<file path="src/rtl/dmairq_pkg.sv">
package dmairq_pkg;
  localparam int REG_W   = 32;
  localparam int SRC_N   = 15;
  localparam int ABN_POS = 15;
  localparam int NRM_POS = 16;

  typedef enum logic [1:0] {CLS_NRM, CLS_ABN, CLS_OPT} src_class_e;

  function automatic int src_pos(input int i);
    case (i)
      0: return 0;   1: return 6;   2: return 1;   3: return 2;
      4: return 3;   5: return 7;   6: return 8;   7: return 9;
      8: return 10;  9: return 11;  10: return 12; 11: return 13;
      12: return 14; 13: return 26; default: return 27;
    endcase
  endfunction

  function automatic src_class_e src_class(input int i);
    if (i < 2) return CLS_NRM;
    else if (i < 13) return CLS_ABN;
    else return CLS_OPT;
  endfunction

  function automatic logic [SRC_N-1:0] class_sel(input src_class_e c);
    logic [SRC_N-1:0] m;
    m = '0;
    for (int i = 0; i < SRC_N; i++) if (src_class(i) == c) m[i] = 1'b1;
    return m;
  endfunction

  function automatic logic [REG_W-1:0] valid_mask();
    logic [REG_W-1:0] m;
    m = '0;
    for (int i = 0; i < SRC_N; i++) m[src_pos(i)] = 1'b1;
    m[ABN_POS] = 1'b1;
    m[NRM_POS] = 1'b1;
    return m;
  endfunction

  localparam logic [SRC_N-1:0] ABN_SEL    = class_sel(CLS_ABN);
  localparam logic [SRC_N-1:0] NRM_SEL    = class_sel(CLS_NRM);
  localparam logic [REG_W-1:0] VALID_MASK = valid_mask();
endpackage

</file>
<file path="src/rtl/dmairq_status.sv">
module dmairq_status
  import dmairq_pkg::*;
(
  input  logic             clk,
  input  logic             rst,
  input  logic [SRC_N-1:0] evt_i,
  input  logic             clr_en_i,
  input  logic [SRC_N-1:0] clr_src_i,
  output logic [REG_W-1:0] stat_o,
  output logic             abn_o,
  output logic             nrm_o
);
  logic [SRC_N-1:0] src_q;

  for (genvar i = 0; i < SRC_N; i++) begin : g_src
    always_ff @(posedge clk) begin
      if (rst) src_q[i] <= 1'b0;
      else if (evt_i[i]) src_q[i] <= 1'b1;
      else if (clr_en_i && clr_src_i[i]) src_q[i] <= 1'b0;
    end
  end

  assign abn_o = |(src_q & ABN_SEL);
  assign nrm_o = |(src_q & NRM_SEL);

  always_comb begin
    stat_o = '0;
    for (int i = 0; i < SRC_N; i++) stat_o[src_pos(i)] = src_q[i];
    stat_o[ABN_POS] = abn_o;
    stat_o[NRM_POS] = nrm_o;
  end


  evt_wins_chk: assert property (@(posedge clk) disable iff (rst)
    (|evt_i) |=> ((src_q & $past(evt_i)) == $past(evt_i)));

  no_lost_bit_chk: assert property (@(posedge clk) disable iff (rst)
    (!clr_en_i) |=> ((src_q & $past(src_q)) == $past(src_q)));

  spurious_set_chk: assert property (@(posedge clk) disable iff (rst)
    1'b1 |=> ((src_q & ~$past(src_q) & ~$past(evt_i)) == '0));
endmodule

</file>
<file path="src/rtl/dmairq_enable.sv">
module dmairq_enable
  import dmairq_pkg::*;
(
  input  logic             clk,
  input  logic             rst,
  input  logic             wr_i,
  input  logic [REG_W-1:0] wdata_i,
  output logic [REG_W-1:0] en_o
);
  always_ff @(posedge clk) begin
    if (rst) en_o <= '0;
    else if (wr_i) en_o <= wdata_i & VALID_MASK;
  end


  en_reserved_chk: assert property (@(posedge clk) disable iff (rst)
    1'b1 |=> ((en_o & ~VALID_MASK) == '0));
endmodule

</file>
<file path="src/rtl/dmairq_out.sv">
module dmairq_out
  import dmairq_pkg::*;
#(
  parameter int ADDR_W = 2
) (
  input  logic              clk,
  input  logic              rst,
  input  logic [REG_W-1:0]  stat_i,
  input  logic [REG_W-1:0]  en_i,
  input  logic              abn_i,
  input  logic              nrm_i,
  input  logic [ADDR_W-1:0] addr_i,
  output logic [REG_W-1:0]  rdata_o,
  output logic              irq_o,
  output logic              abn_o,
  output logic              nrm_o
);
  localparam logic [ADDR_W-1:0] A_STAT = ADDR_W'(0);
  localparam logic [ADDR_W-1:0] A_EN   = ADDR_W'(1);

  always_ff @(posedge clk) begin
    if (rst) begin
      rdata_o <= '0;
      irq_o   <= 1'b0;
      abn_o   <= 1'b0;
      nrm_o   <= 1'b0;
    end else begin
      irq_o <= |(stat_i & en_i);
      abn_o <= abn_i;
      nrm_o <= nrm_i;
      if (addr_i == A_STAT) rdata_o <= stat_i;
      else if (addr_i == A_EN) rdata_o <= en_i;
      else rdata_o <= '0;
    end
  end


  irq_masked_chk: assert property (@(posedge clk) disable iff (rst)
    (en_i == '0) |=> !irq_o);

  rdata_reserved_chk: assert property (@(posedge clk) disable iff (rst)
    1'b1 |=> ((rdata_o & ~VALID_MASK) == '0));

  abn_idle_chk: assert property (@(posedge clk) disable iff (rst)
    (!stat_i[ABN_POS]) |=> !abn_o);
endmodule

</file>
<file path="src/rtl/dmairq_unit.sv">
module dmairq_unit
  import dmairq_pkg::*;
#(
  parameter int ADDR_W = 2
) (
  input  logic              clk,
  input  logic              rst,
  input  logic [SRC_N-1:0]  evt_i,
  input  logic              reg_wr_i,
  input  logic [ADDR_W-1:0] reg_addr_i,
  input  logic [REG_W-1:0]  reg_wdata_i,
  output logic [REG_W-1:0]  reg_rdata_o,
  output logic              irq_o,
  output logic              sum_abn_o,
  output logic              sum_nrm_o
);
  localparam logic [ADDR_W-1:0] A_STAT = ADDR_W'(0);
  localparam logic [ADDR_W-1:0] A_EN   = ADDR_W'(1);

  logic             wr_stat, wr_en, abn, nrm;
  logic [SRC_N-1:0] clr_src;
  logic [REG_W-1:0] stat, en;

  assign wr_stat = reg_wr_i && (reg_addr_i == A_STAT);
  assign wr_en   = reg_wr_i && (reg_addr_i == A_EN);

  always_comb begin
    for (int i = 0; i < SRC_N; i++) clr_src[i] = reg_wdata_i[src_pos(i)];
  end

  dmairq_status u_stat (
    .clk(clk), .rst(rst), .evt_i(evt_i), .clr_en_i(wr_stat),
    .clr_src_i(clr_src), .stat_o(stat), .abn_o(abn), .nrm_o(nrm)
  );

  dmairq_enable u_en (
    .clk(clk), .rst(rst), .wr_i(wr_en), .wdata_i(reg_wdata_i), .en_o(en)
  );

  dmairq_out #(.ADDR_W(ADDR_W)) u_out (
    .clk(clk), .rst(rst), .stat_i(stat), .en_i(en), .abn_i(abn), .nrm_i(nrm),
    .addr_i(reg_addr_i), .rdata_o(reg_rdata_o), .irq_o(irq_o),
    .abn_o(sum_abn_o), .nrm_o(sum_nrm_o)
  );
endmodule

</file>
<file path="config.mk">
export PLATFORM = sky130hd
export DESIGN_NAME = dmairq_unit
export DESIGN_NICKNAME = d
export VERILOG_FILES = /design/src/rtl/dmairq_pkg.sv /design/src/rtl/dmairq_status.sv /design/src/rtl/dmairq_enable.sv /design/src/rtl/dmairq_out.sv /design/src/rtl/dmairq_unit.sv
export SDC_FILE = /design/constraint.sdc
export NUM_CORES = 1
export LEC_CHECK = 0
export BUFFER_PORTS_ARGS = -buffer_cell sky130_fd_sc_hd__buf_4
export CAP_MARGIN = 25
export CORE_AREA = 2 2 69 71
export DETAILED_ROUTE_END_ITERATION = 12
export DIE_AREA = 0 0 71 73
export HOLD_SLACK_MARGIN = 0.12
export PLACE_DENSITY_LB_ADDON = 0.25
export SETUP_SLACK_MARGIN = 0.15
export SYNTH_ARGS = -nofsm -noshare
export SYNTH_HDL_FRONTEND = slang
export SYNTH_SLANG_ARGS = --single-unit
</file>
<file path="constraint.sdc">
create_clock -name clk -period 1.6 [get_ports clk]
set_clock_uncertainty 0.05 [all_clocks]
set_input_delay 0.24 -clock clk [delete_from_list [all_inputs] [get_ports clk]]
set_output_delay 0.24 -clock clk [all_outputs]
set_load 0.05 [all_outputs]
</file>
# After elaboration in Yosys (flattened, before gate mapping)
# Cells that the tools add are included.
# totals
inputBits	52
word_cells	90
out_inout_bits	35
register_bits	52
# op_classes
reduce_logical	36
n_eq_ne	1
n_mux	32
bitwise_logic	1
# op_table
op	n
2-to-1 mux 28 bit	2
OR reduction 32 bit	1
2-to-1 mux 1 bit	30
nonzero test 2 bit	15
bitwise AND 28 bit	1
logical AND 1 bit	17
OR reduction 11 bit	1
equality test 2 x 1 -> 1 bit (second input constant)	1
logical NOT 2 bit	1
OR reduction 2 bit	1

# Depth between registers and ports, before layout
# Gate-level depths: netlist of run 1.
# logic_depth
word_depth	5
mapped_depth	5

# Hierarchy
# From an unflattened synthesis of run 1, not the netlist that was laid out.
# hier_totals
cells_unflattened	275
area_unflattened_um2	2899.0
# by_module_without_submodules
mod	cells_each	instances	seq_area_each_um2	area_per_inst_um2
dmairq_out	132	1	700.7	1371.3
dmairq_status	70	1	300.3	775.7
dmairq_enable	71	1	340.3	730.7
dmairq_unit	2	1	0.0	21.3

# Worst setup path after synthesis of run 1
# Ideal clock, no wire load.
# synth_path
path_type	register to register
startpoint	reg u_stat.src_q[2], in the netlist u_stat.stat_o[1]
endpoint	reg u_out.irq_o
setup_time_ns	0.137
arrival_time_ns	1.174
required_time_ns	1.413
slack_ns	0.239
stages_incl_launch_ff	4
synth_period_minus_slack_ns	1.361
path_buffers	0
path_cell_list	dfxtp_1 > or4_4 > o31ai_2 > a41oi_1
# synth_via
elab_chain_cells	3
# synth_rtl
item	line	text
from (decl)	dmairq_status.sv:13	logic [SRC_N-1:0] src_q;
from (signal, indexed assignment)	dmairq_status.sv:17	if (rst) src_q[i] <= 1'b0;
from (signal, indexed assignment)	dmairq_status.sv:18	else if (evt_i[i]) src_q[i] <= 1'b1;
from (signal, indexed assignment)	dmairq_status.sv:19	else if (clr_en_i && clr_src_i[i]) src_q[i] <= 1'b0;
OR reduction 11 bit	dmairq_status.sv:23	assign abn_o = |(src_q & ABN_SEL);
bitwise AND 28 bit *	dmairq_out.sv:28	irq_o <= |(stat_i & en_i);
OR reduction 32 bit *	dmairq_out.sv:28	
to (signal assigned)	dmairq_out.sv:28	
to (decl)	dmairq_out.sv:14	output logic irq_o,
# Mark *: on every way between the ends. The rest lies on a longest branch, timed or not.
# A chain may end at the register's enable or synchronous reset.

# Worst setup path in the final report of run 1
# layout_path
startpoint	reg u_stat.src_q[12], in the netlist u_stat.stat_o[14]
endpoint	reg u_out.irq_o
# Same word-level chain as after synthesis.

==> impl_metrics.env, run 1 <==
export IMPL_run_status="complete, no violations"
export IMPL_design_core_area_um2=4540
export IMPL_fin_util_pct=60.2
export IMPL_drv_cap=0
export IMPL_grt_first_pass_wirelength_um=7500
export IMPL_synth_top_area_cell="dfxtp_1"
export IMPL_path_type_of_the_worst_setup_path="reg -> reg"
export IMPL_synth_seq_cells=52
export IMPL_wirelength_um=4700
export IMPL_synth_enable_flop_cells=0
export IMPL_final_cell_area_um2=2730
export IMPL_io_pin_count=87
export IMPL_rsz_0062_raised_after_global_routing="true"
export IMPL_synthCells=233
export IMPL_async_set_or_reset_flop_fraction_in_the_synthesized_netlist_pct=0
export IMPL_timing_critical_path_from_type="register"
export IMPL_yosysSeqAreaShare_pct=51.2
export IMPL_clock_sinks=52
export IMPL_synth_cell_area_um2=2030
export IMPL_yosysUniqueCellTypes=28
export IMPL_fmaxAchievable_ghz=0.686
export IMPL_type_of_element_capturing_the_critical_path="register"
export IMPL_die_width_um=71
export IMPL_via_count=1752
export IMPL_p_leak_nw=1.26
export IMPL_layout_area_overhead_vs_synth_pct=34.3
export IMPL_drt_drc_violations_left=0
export IMPL_die_area_um2=5180
export IMPL_layout_nets=358
export IMPL_highest_layer="met4"
export IMPL_yosysTopAreaCellShare_pct=51.2
export IMPL_floorplan_die_height_um=73
export IMPL_diode_insertion_count_for_antenna_repair=0
export IMPL_route_detailed_wl_per_inst_um=13.0
export IMPL_antenna_found_initial=0
export IMPL_detailedRoute_firstPassIterationCount=4
export IMPL_power_per_cell_area_nw_per_um2=954
export IMPL_synth_common_cells="52 x dfxtp_1, 37 x nand2_1, 32 x a21oi_1"
export IMPL_synthesized_area_divided_by_synthesized_cell_count_um2=8.73
export IMPL_cts_tree="built"
export IMPL_path_max_fanout=4
export IMPL_detailroute_wirelength_met3_um=285
export IMPL_cts_made_buffers=5
export IMPL_rows=25
export IMPL_grt_start_max_net_pins=38
export IMPL_grt_pass1_vias=1595
export IMPL_grt_overflow_total=0
export IMPL_clkTransAtPathRegs_ps=90
export IMPL_dp_hpwl_um=2990
export IMPL_insertion_delay_ps=310
export IMPL_drt_vias_per_instance=4.85
export IMPL_yosys_warnings=0
export IMPL_final_period_minus_worst_setup_slack_ps=1460
export IMPL_cts_buffer_depth=2
export IMPL_required_time_at_the_endpoint_of_the_critical_path_ps=1730
export IMPL_r2r_worst_path_cells=3
export IMPL_synth_most_common_cell="dfxtp_1"
export IMPL_worst_endpoint_data_arrival_time_ps=1590
export IMPL_drv_slew=0
export IMPL_place_congestion=0.753
export IMPL_share_of_post_route_cells_with_drive_strength_above_1_pct=25.7
export IMPL_post_dp_cell_area_um2=2450
export IMPL_cts_htree_levels=2
export IMPL_wirelength_met1_um=2080
export IMPL_start_util_pct=44.9
export IMPL_ys_dominant_reg_cell="dfxtp_1"
export IMPL_met2_wirelength_um=2240
export IMPL_report_final_setup_viol=0
export IMPL_first_iter_violations=103
export IMPL_hold_viol_final=0
export IMPL_grt_usage_pct=18.7
export IMPL_postRouteAntennaNets=0
export IMPL_port_buffer_count=56
export IMPL_min_period_over_period_pct=91.1
export IMPL_hold_class="in -> reg"
export IMPL_yosys_top_cells_area="dfxtp_1 51%, a21oi_1 7.9%, nand2_1 6.8%"
export IMPL_clock_root_buffer="clkbuf_8"
export IMPL_post_cts_repair_setup_buffers=0
export IMPL_max_vdd_ir_drop_mv=0.669
export IMPL_worst_hold_slack_ps=125
export IMPL_setup_tns_ps=0
export IMPL_worst_hold_path_num_cells=2
layout by cell type, fill, tap and decap left out:
| cell type | Yosys | layout |
|---|---|---|
| clkinv_2 | 0 | 2 |
| and3_1 | 1 | 1 |
| nor3_4 | 0 | 1 |
| or4_4 | 2 | 2 |
| nor3b_4 | 1 | 1 |
| o21ai_1 | 1 | 1 |
| a222oi_1 | 1 | 1 |
| inv_1 | 30 | 30 |
| a41oi_1 | 1 | 1 |
| a22oi_1 | 6 | 6 |
| dfxtp_2 | 0 | 2 |
| buf_6 | 0 | 1 |
| or3_1 | 1 | 1 |
| nor3_2 | 1 | 1 |
| a22o_2 | 1 | 1 |
| o41ai_1 | 1 | 1 |
| nand3b_1 | 1 | 1 |
| dfxtp_1 | 52 | 50 |
| nand2_1 | 37 | 37 |
| nor2_1 | 3 | 3 |
| o21ai_0 | 16 | 16 |
| conb_1 | 1 | 15 |
| and4_1 | 1 | 1 |
| a21oi_1 | 32 | 32 |
| o31ai_4 | 0 | 1 |
| or3b_4 | 1 | 1 |
| buf_4 | 15 | 60 |
| dlygate4sd3_1 | 0 | 16 |
| and3b_1 | 1 | 1 |
| a22o_1 | 14 | 14 |
| clkbuf_8 | 0 | 6 |
registers in the layout (all words and copies together), names as in the netlist:
register,cells
u_out.rdata_o,17
u_en.en_o,17
u_out.irq_o,1
u_stat.stat_o,15
u_out.abn_o,1
u_out.nrm_o,1
metrics by stage:
step,setup slack [ps],power [mW],std cells
final,143,2.61,361
after global routing,114,2.71,361
after CTS,166,2.61,360
after detailed placement,-14.4,1.83,336
after global placement,-26.1,1.82,336
after floorplan,239,1.71,247
worst max-delay path, cell delays in order (launching register included):
cell and delay (ps):
dfxtp_2 350, or4_4 570, o31ai_4 250, a41oi_1 110
metal layers:
metal  up-vias  global-route usage [%]
met1       792                    22.9
met4         0                    7.76
met3         9                    4.83
met5         -                       0
met2        60                    31.4
li1        891                       -
kinds of logic after synthesis:
| kind of cell | Yosys count | share of synthesized area [%] |
|---|---|---|
| AO/OA/AOI/OAI | 74 | 22.8 |
| buffers and inverters | 55 | 13.3 |
| flip-flops | 52 | 51.2 |
| AND/OR/NAND/NOR | 51 | 12.5 |
| other | 1 | 0.184 |
layout make-up:
| cell class | count | area (um2) |
|---|---|---|
| sequential | 52 | 1040 |
| timing repair buffer | 77 | 622 |
| inverter | 30 | 113 |
| tap | 54 | 67.6 |
| fill | 426 | 1800 |
| multi-input combinational | 140 | 795 |
| clock inverter | 2 | 10.0 |
| clock buffer | 6 | 82.6 |
worst paths after layout:
path,startpoint,to,slack (ps)
max,u_stat.stat_o[14]$_SDFFE_PP0P_,u_out.irq_o$_SDFF_PP0_,140
min,reg_addr_i[0],u_out.rdata_o[15]$_SDFF_PP0_,130
min reg2reg,u_en.en_o[16]$_SDFFE_PP0P_,u_out.rdata_o[16]$_SDFF_PP0_,420
max reg2reg,u_stat.stat_o[14]$_SDFFE_PP0P_,u_out.irq_o$_SDFF_PP0_,140
report_power, final:
part | total (mW) | switching [mW] | internal (mW)
sequential | 1.40 | 0.0462 | 1.35
clock | 0.767 | 0.421 | 0.346
combinational | 0.440 | 0.270 | 0.170
total | 2.61 | 0.737 | 1.87
timing repair:
item / 4_1_cts / 5_1_grt
setup endpoints to repair: 3 / 2
hold buffers: 16 / 0
resized for setup: 2 / 3
pin swaps: 1 / 2
hold endpoints to repair: 16 / 0
No activity file was read; power rests on OpenSTA's default activity.
==> run 2, diff against run 1 <==
CORE_AREA = 3 3 68 70   (was 2 2 69 71)
clock period = 1.7 ns   (was 1.6 ns; I/O delays follow)
==> impl_metrics.env, run 2 (synthesis gave the netlist of run 1 again) <==
export IMPL_post_place_ws_ps=91.8
export IMPL_diode_insertion_count_for_antenna_repair=0
export IMPL_max_vdd_ir_drop_mv=0.545
export IMPL_rows=23
export IMPL_drv_cap=0
export IMPL_post_cts_repair_setup_buffers=0
export IMPL_worst_slew_pin_slew_ps=1010
export IMPL_multiInputGateArea_um2=779
export IMPL_die_width_um=71
export IMPL_cts_buffer_depth=2
export IMPL_layout_area_overhead_vs_synth_pct=24.8
export IMPL_power_per_cell_area_nw_per_um2=945
export IMPL_grt_overflow_total=0
export IMPL_place_congestion=0.758
export IMPL_clock_sinks=52
export IMPL_min_period_over_period_pct=85.2
export IMPL_hold_class="in -> reg"
export IMPL_first_iter_violations=145
export IMPL_required_time_at_the_endpoint_of_the_critical_path_ps=1820
export IMPL_fmaxAchievable_ghz=0.690
export IMPL_run_status="complete, no violations"
export IMPL_finalNonFillerCells=340
export IMPL_via_count=1703
export IMPL_antenna_found_initial=0
export IMPL_clock_root_buffer="clkbuf_8"
export IMPL_die_area_um2=5180
export IMPL_detailedRoute_firstPassIterationCount=4
export IMPL_most_frequent_standard_cell_in_the_layout_excluding_fill_and_tap_cells="buf_4"
export IMPL_timing_critical_path_from_type="register"
export IMPL_p_leak_nw=1.17
export IMPL_report_final_setup_viol=0
export IMPL_cts_htree_levels=2
export IMPL_final_period_minus_worst_setup_slack_ps=1450
export IMPL_insertion_delay_ps=300
export IMPL_route_detailed_wl_per_inst_um=13.1
export IMPL_rrSetupSlack_ps=250
export IMPL_share_of_post_route_cells_with_drive_strength_above_1_pct=26.2
export IMPL_cts_tree="built"
export IMPL_postRouteAntennaNets=0
export IMPL_drv_slew=0
export IMPL_layout_cells_most_common_list="60 x buf_4, 52 x dfxtp_1, 37 x nand2_1"
export IMPL_setup_tns_ps=0
export IMPL_path_max_fanout=4
export IMPL_worst_endpoint_data_arrival_time_ps=1570
export IMPL_start_util_pct=50.5
export IMPL_cts_resized=0
export IMPL_wirelength_um=4450
export IMPL_dp_hpwl_um=3120
export IMPL_io_pin_count=87
export IMPL_cts_made_buffers=5
export IMPL_crit_chain="or4_4 > o31ai_2 > a41oi_1"
export IMPL_layout_nets=341
export IMPL_drt_vias_per_instance=5.01
export IMPL_postCtsHoldBufs=0
export IMPL_grt_start_max_net_pins=38
export IMPL_power_mw=2.40
export IMPL_type_of_element_capturing_the_critical_path="register"
export IMPL_design_core_area_um2=4030
export IMPL_floorplan_die_height_um=73
export IMPL_clkTransAtPathRegs_ps=90
export IMPL_cpPeakStageDelay_ps=560
export IMPL_grt_pass1_vias=1440
export IMPL_grt_first_pass_wirelength_um=6880
export IMPL_rsz_0062_raised_after_global_routing="false"
export IMPL_drt_drc_violations_left=0
export IMPL_sequential_cell_area_um2=1040
export IMPL_port_buffer_count=56
export IMPL_layout_setup_ws_ps=251
export IMPL_critical_path_slowest_cell="or4_4"
export IMPL_placedCellCount=332
export IMPL_path_type_of_the_worst_setup_path="reg -> reg"
export IMPL_grt_usage_pct=16.8
export IMPL_n_fill_cell=383
export IMPL_hold_viol_final=0
export IMPL_worst_rel_slew_slack_pct=32.5
==> run 2: metrics by stage <==
| stage | area (um2) | hold WS (ps) | util (%) |
|---|---|---|---|
| floorplan | 2090 | 307 | - |
| global placement | 2440 | 398 | 60.6 |
| detailed placement | 2440 | 409 | 60.6 |
| CTS | 2530 | 129 | 62.9 |
| global route | 2540 | 134 | 63.0 |
| finish | 2540 | 138 | 63.0 |
==> run 2: layout make-up <==
class	instances	area share, %
flip-flops and latches	52	41.0
multi-input cells	140	30.7
repair buffers	60	17.7
inverters	30	4.44
clock buffers	6	3.25
well taps	50	2.46
clock inverters	2	0.394
==> run 2: power by group <==
part / switching, mW / leakage (nW) / internal (mW)
clock network: 0.380 / 0.0510 / 0.325
logic: 0.241 / 0.696 / 0.134
registers: 0.0448 / 0.427 / 1.27
total: 0.666 / 1.17 / 1.73
==> run 2: critical path: cells and delay by family (launching register included) <==
kind	cells	cell delay, ps
AO/OA/AOI/OAI	2	360
AND/OR/NAND/NOR	1	560
flip-flops	1	350
==> run 2: path summary, 6_finish.rpt <==
path | cells after the start | end | start
worst max-delay path | 3 | u_out.irq_o$_SDFF_PP0_ | u_stat.stat_o[1]$_SDFFE_PP0P_
worst min-delay path | 3 | u_stat.stat_o[13]$_SDFFE_PP0P_ | evt_i[11]
worst max register to register | 3 | u_out.irq_o$_SDFF_PP0_ | u_stat.stat_o[1]$_SDFFE_PP0P_
worst min register to register | 2 | u_en.en_o[9]$_SDFFE_PP0P_ | u_en.en_o[9]$_SDFFE_PP0P_
==> run 2: metal layers <==
| layer | GRT usage (%) | share of wire, % | up-vias |
|---|---|---|---|
| li1 | - | - | 858 |
| met1 | 21.7 | 44 | 784 |
| met2 | 27.4 | 49 | 59 |
| met3 | 5.23 | 7.1 | 2 |
| met4 | 4.38 | 0.52 | 0 |
| met5 | 0 | 0 | - |
==> run 3, diff against run 2 <==
==> constraint.sdc (replaced) <==
create_clock -name clk -period 1.7 [get_ports clk]
set_clock_uncertainty 0.05 [all_clocks]
set_input_delay 0.51 -clock clk [delete_from_list [all_inputs] [get_ports clk]]
set_output_delay 0.51 -clock clk [all_outputs]
set_load 0.05 [all_outputs]
==> impl_metrics.env, run 3 (synthesis gave the netlist of run 1 again) <==
export IMPL_layout_cells_most_common_list="62 x buf_4, 52 x dfxtp_1, 37 x nand2_1"
export IMPL_die_area_um2=5180
export IMPL_hold_class="in -> reg"
export IMPL_min_period_over_period_pct=86.3
export IMPL_via_count=1687
export IMPL_clock_root_buffer="clkbuf_8"
export IMPL_layout_nets=343
export IMPL_first_iter_violations=182
export IMPL_share_of_post_route_cells_with_drive_strength_above_1_pct=26.0
export IMPL_port_buffer_count=56
export IMPL_final_period_minus_worst_setup_slack_ps=1470
export IMPL_die_width_um=71
export IMPL_r2r_worst_path_cells=3
export IMPL_cts_buffer_depth=2
export IMPL_floorplan_die_height_um=73
export IMPL_drt_drc_violations_left=0
export IMPL_timing_critical_path_from_type="register"
export IMPL_grt_start_max_net_pins=20
export IMPL_clock_sinks=52
export IMPL_insertion_delay_ps=300
export IMPL_design_core_area_um2=4030
export IMPL_worst_r2r_endpoint="u_out.irq_o$_SDFF_PP0_"
export IMPL_cts_tree="built"
export IMPL_worst_endpoint_data_arrival_time_ps=1590
export IMPL_grt_first_pass_wirelength_um=7360
export IMPL_final_cell_area_um2=2550
export IMPL_hold_viol_final=0
export IMPL_route_detailed_wl_per_inst_um=13.1
export IMPL_diode_insertion_count_for_antenna_repair=0
export IMPL_power_mw=2.40
export IMPL_grt_pass1_vias=1565
export IMPL_run_status="complete, no violations"
export IMPL_post_place_ws_ps=98.0
export IMPL_hold_path_endpoint="u_stat.stat_o[7]$_SDFFE_PP0P_"
export IMPL_type_of_element_capturing_the_critical_path="register"
export IMPL_start_util_pct=50.5
export IMPL_crit_chain="or4_4 > o31ai_2 > a41oi_2"
export IMPL_detailedRoute_firstPassIterationCount=4
export IMPL_required_time_at_the_endpoint_of_the_critical_path_ps=1820
export IMPL_postCtsHoldBufs=0
export IMPL_hold_path_startpoint="evt_i[5]"
export IMPL_post_dp_cell_area_um2=2460
export IMPL_cts_htree_levels=2
export IMPL_rrSetupSlack_ps=230
export IMPL_fmaxAchievable_ghz=0.682
export IMPL_layout_area_overhead_vs_synth_pct=25.5
export IMPL_rsz_0062_raised_after_global_routing="false"
export IMPL_max_vdd_ir_drop_mv=0.430
export IMPL_layout_setup_ws_ps=233
export IMPL_drv_slew=0
export IMPL_timing_rr_start="u_stat.stat_o[2]$_SDFFE_PP0P_"
export IMPL_grt_usage_pct=18.1
export IMPL_worst_hold_path_num_cells=3
export IMPL_worst_hold_slack_ps=390
export IMPL_power_per_cell_area_nw_per_um2=940
export IMPL_clkTransAtPathRegs_ps=90
export IMPL_grt_overflow_total=0
export IMPL_postRouteAntennaNets=0
export IMPL_path_type_of_the_worst_setup_path="reg -> reg"
export IMPL_wirelength_um=4470
export IMPL_cpPeakStageDelay_ps=530
export IMPL_path_max_fanout=4
export IMPL_place_congestion=0.796
export IMPL_drt_vias_per_instance=4.93
export IMPL_critical_path_slowest_cell="or4_4"
export IMPL_rows=23
export IMPL_most_frequent_standard_cell_in_the_layout_excluding_fill_and_tap_cells="buf_4"
export IMPL_antenna_found_initial=0
export IMPL_post_cts_repair_setup_buffers=0
export IMPL_drv_cap=0
export IMPL_dp_hpwl_um=3200
export IMPL_report_final_setup_viol=0
export IMPL_cts_made_buffers=5
export IMPL_io_pin_count=87
export IMPL_p_leak_nw=1.18
export IMPL_setup_tns_ps=0
run 3: changes by cell type in the layout (fill, tap and decap cells not counted), sizes merged:
cell    before  now
buf         60   62
clkbuf       6    8
clkinv       2    0
run 3: timing repair:
action | 4_1_cts | 5_1_grt
resized for setup | 0 | 1
endpoints found under the setup margin | 0 | 1
hold endpoints to repair | 0 | 0
run 3: worst max-delay path by stage:
stage	startpoint	to	slack (ps)	depth (start not counted)
2_1_floorplan	rst	u_out.rdata_o[15]$_SDFF_PP0_	240	5
5_1_grt	u_stat.stat_o[1]$_SDFFE_PP0P_	u_out.irq_o$_SDFF_PP0_	150	3
3_3_place_gp	reg_addr_i[1]	u_stat.stat_o[26]$_SDFFE_PP0P_	120	4
3_5_place_dp	reg_addr_i[1]	u_stat.stat_o[2]$_SDFFE_PP0P_	100	4
4_1_cts	u_stat.stat_o[1]$_SDFFE_PP0P_	u_out.irq_o$_SDFF_PP0_	240	3
6_report	u_stat.stat_o[2]$_SDFFE_PP0P_	u_out.irq_o$_SDFF_PP0_	230	3
run 3: area by class of cell:
type	count	area, um2
Inverter	30	113
Sequential cell	52	1040
Clock buffer	8	90.1
Fill cell	380	1480
Tap cell	50	62.6
Timing Repair Buffer	62	465
Multi-Input combinational cell	140	782
run 3: worst max-delay path, delay by kind of cell (launching register included):
kind | cells | cell delay, ps
compound gates | 2 | 400
flops | 1 | 360
simple gates | 1 | 530
run 3: power breakdown:
| group | internal (mW) | leakage, nW | switching, mW |
|---|---|---|---|
| Clock | 0.332 | 0.0455 | 0.371 |
| Sequential | 1.27 | 0.427 | 0.0440 |
| Combinational | 0.137 | 0.706 | 0.241 |
run 3: per-stage QoR:
step,utilization [%],std cells
3_5_place_dp,61.0,334
2_1_floorplan,-,247
4_1_cts,63.2,342
6_report,63.4,342
3_3_place_gp,61.0,334
5_1_grt,63.4,342
run 3: metal layers:
metal / wire length [um] / part of all wire [%] / vias up / global-route usage [%]
li1: - / - / 861 / -
met1: 1920 / 43 / 746 / 23.0
met2: 2100 / 47 / 71 / 28.7
met3: 381 / 8.5 / 9 / 5.37
met4: 74 / 1.7 / 0 / 7.72
met5: 0 / 0 / - / 0
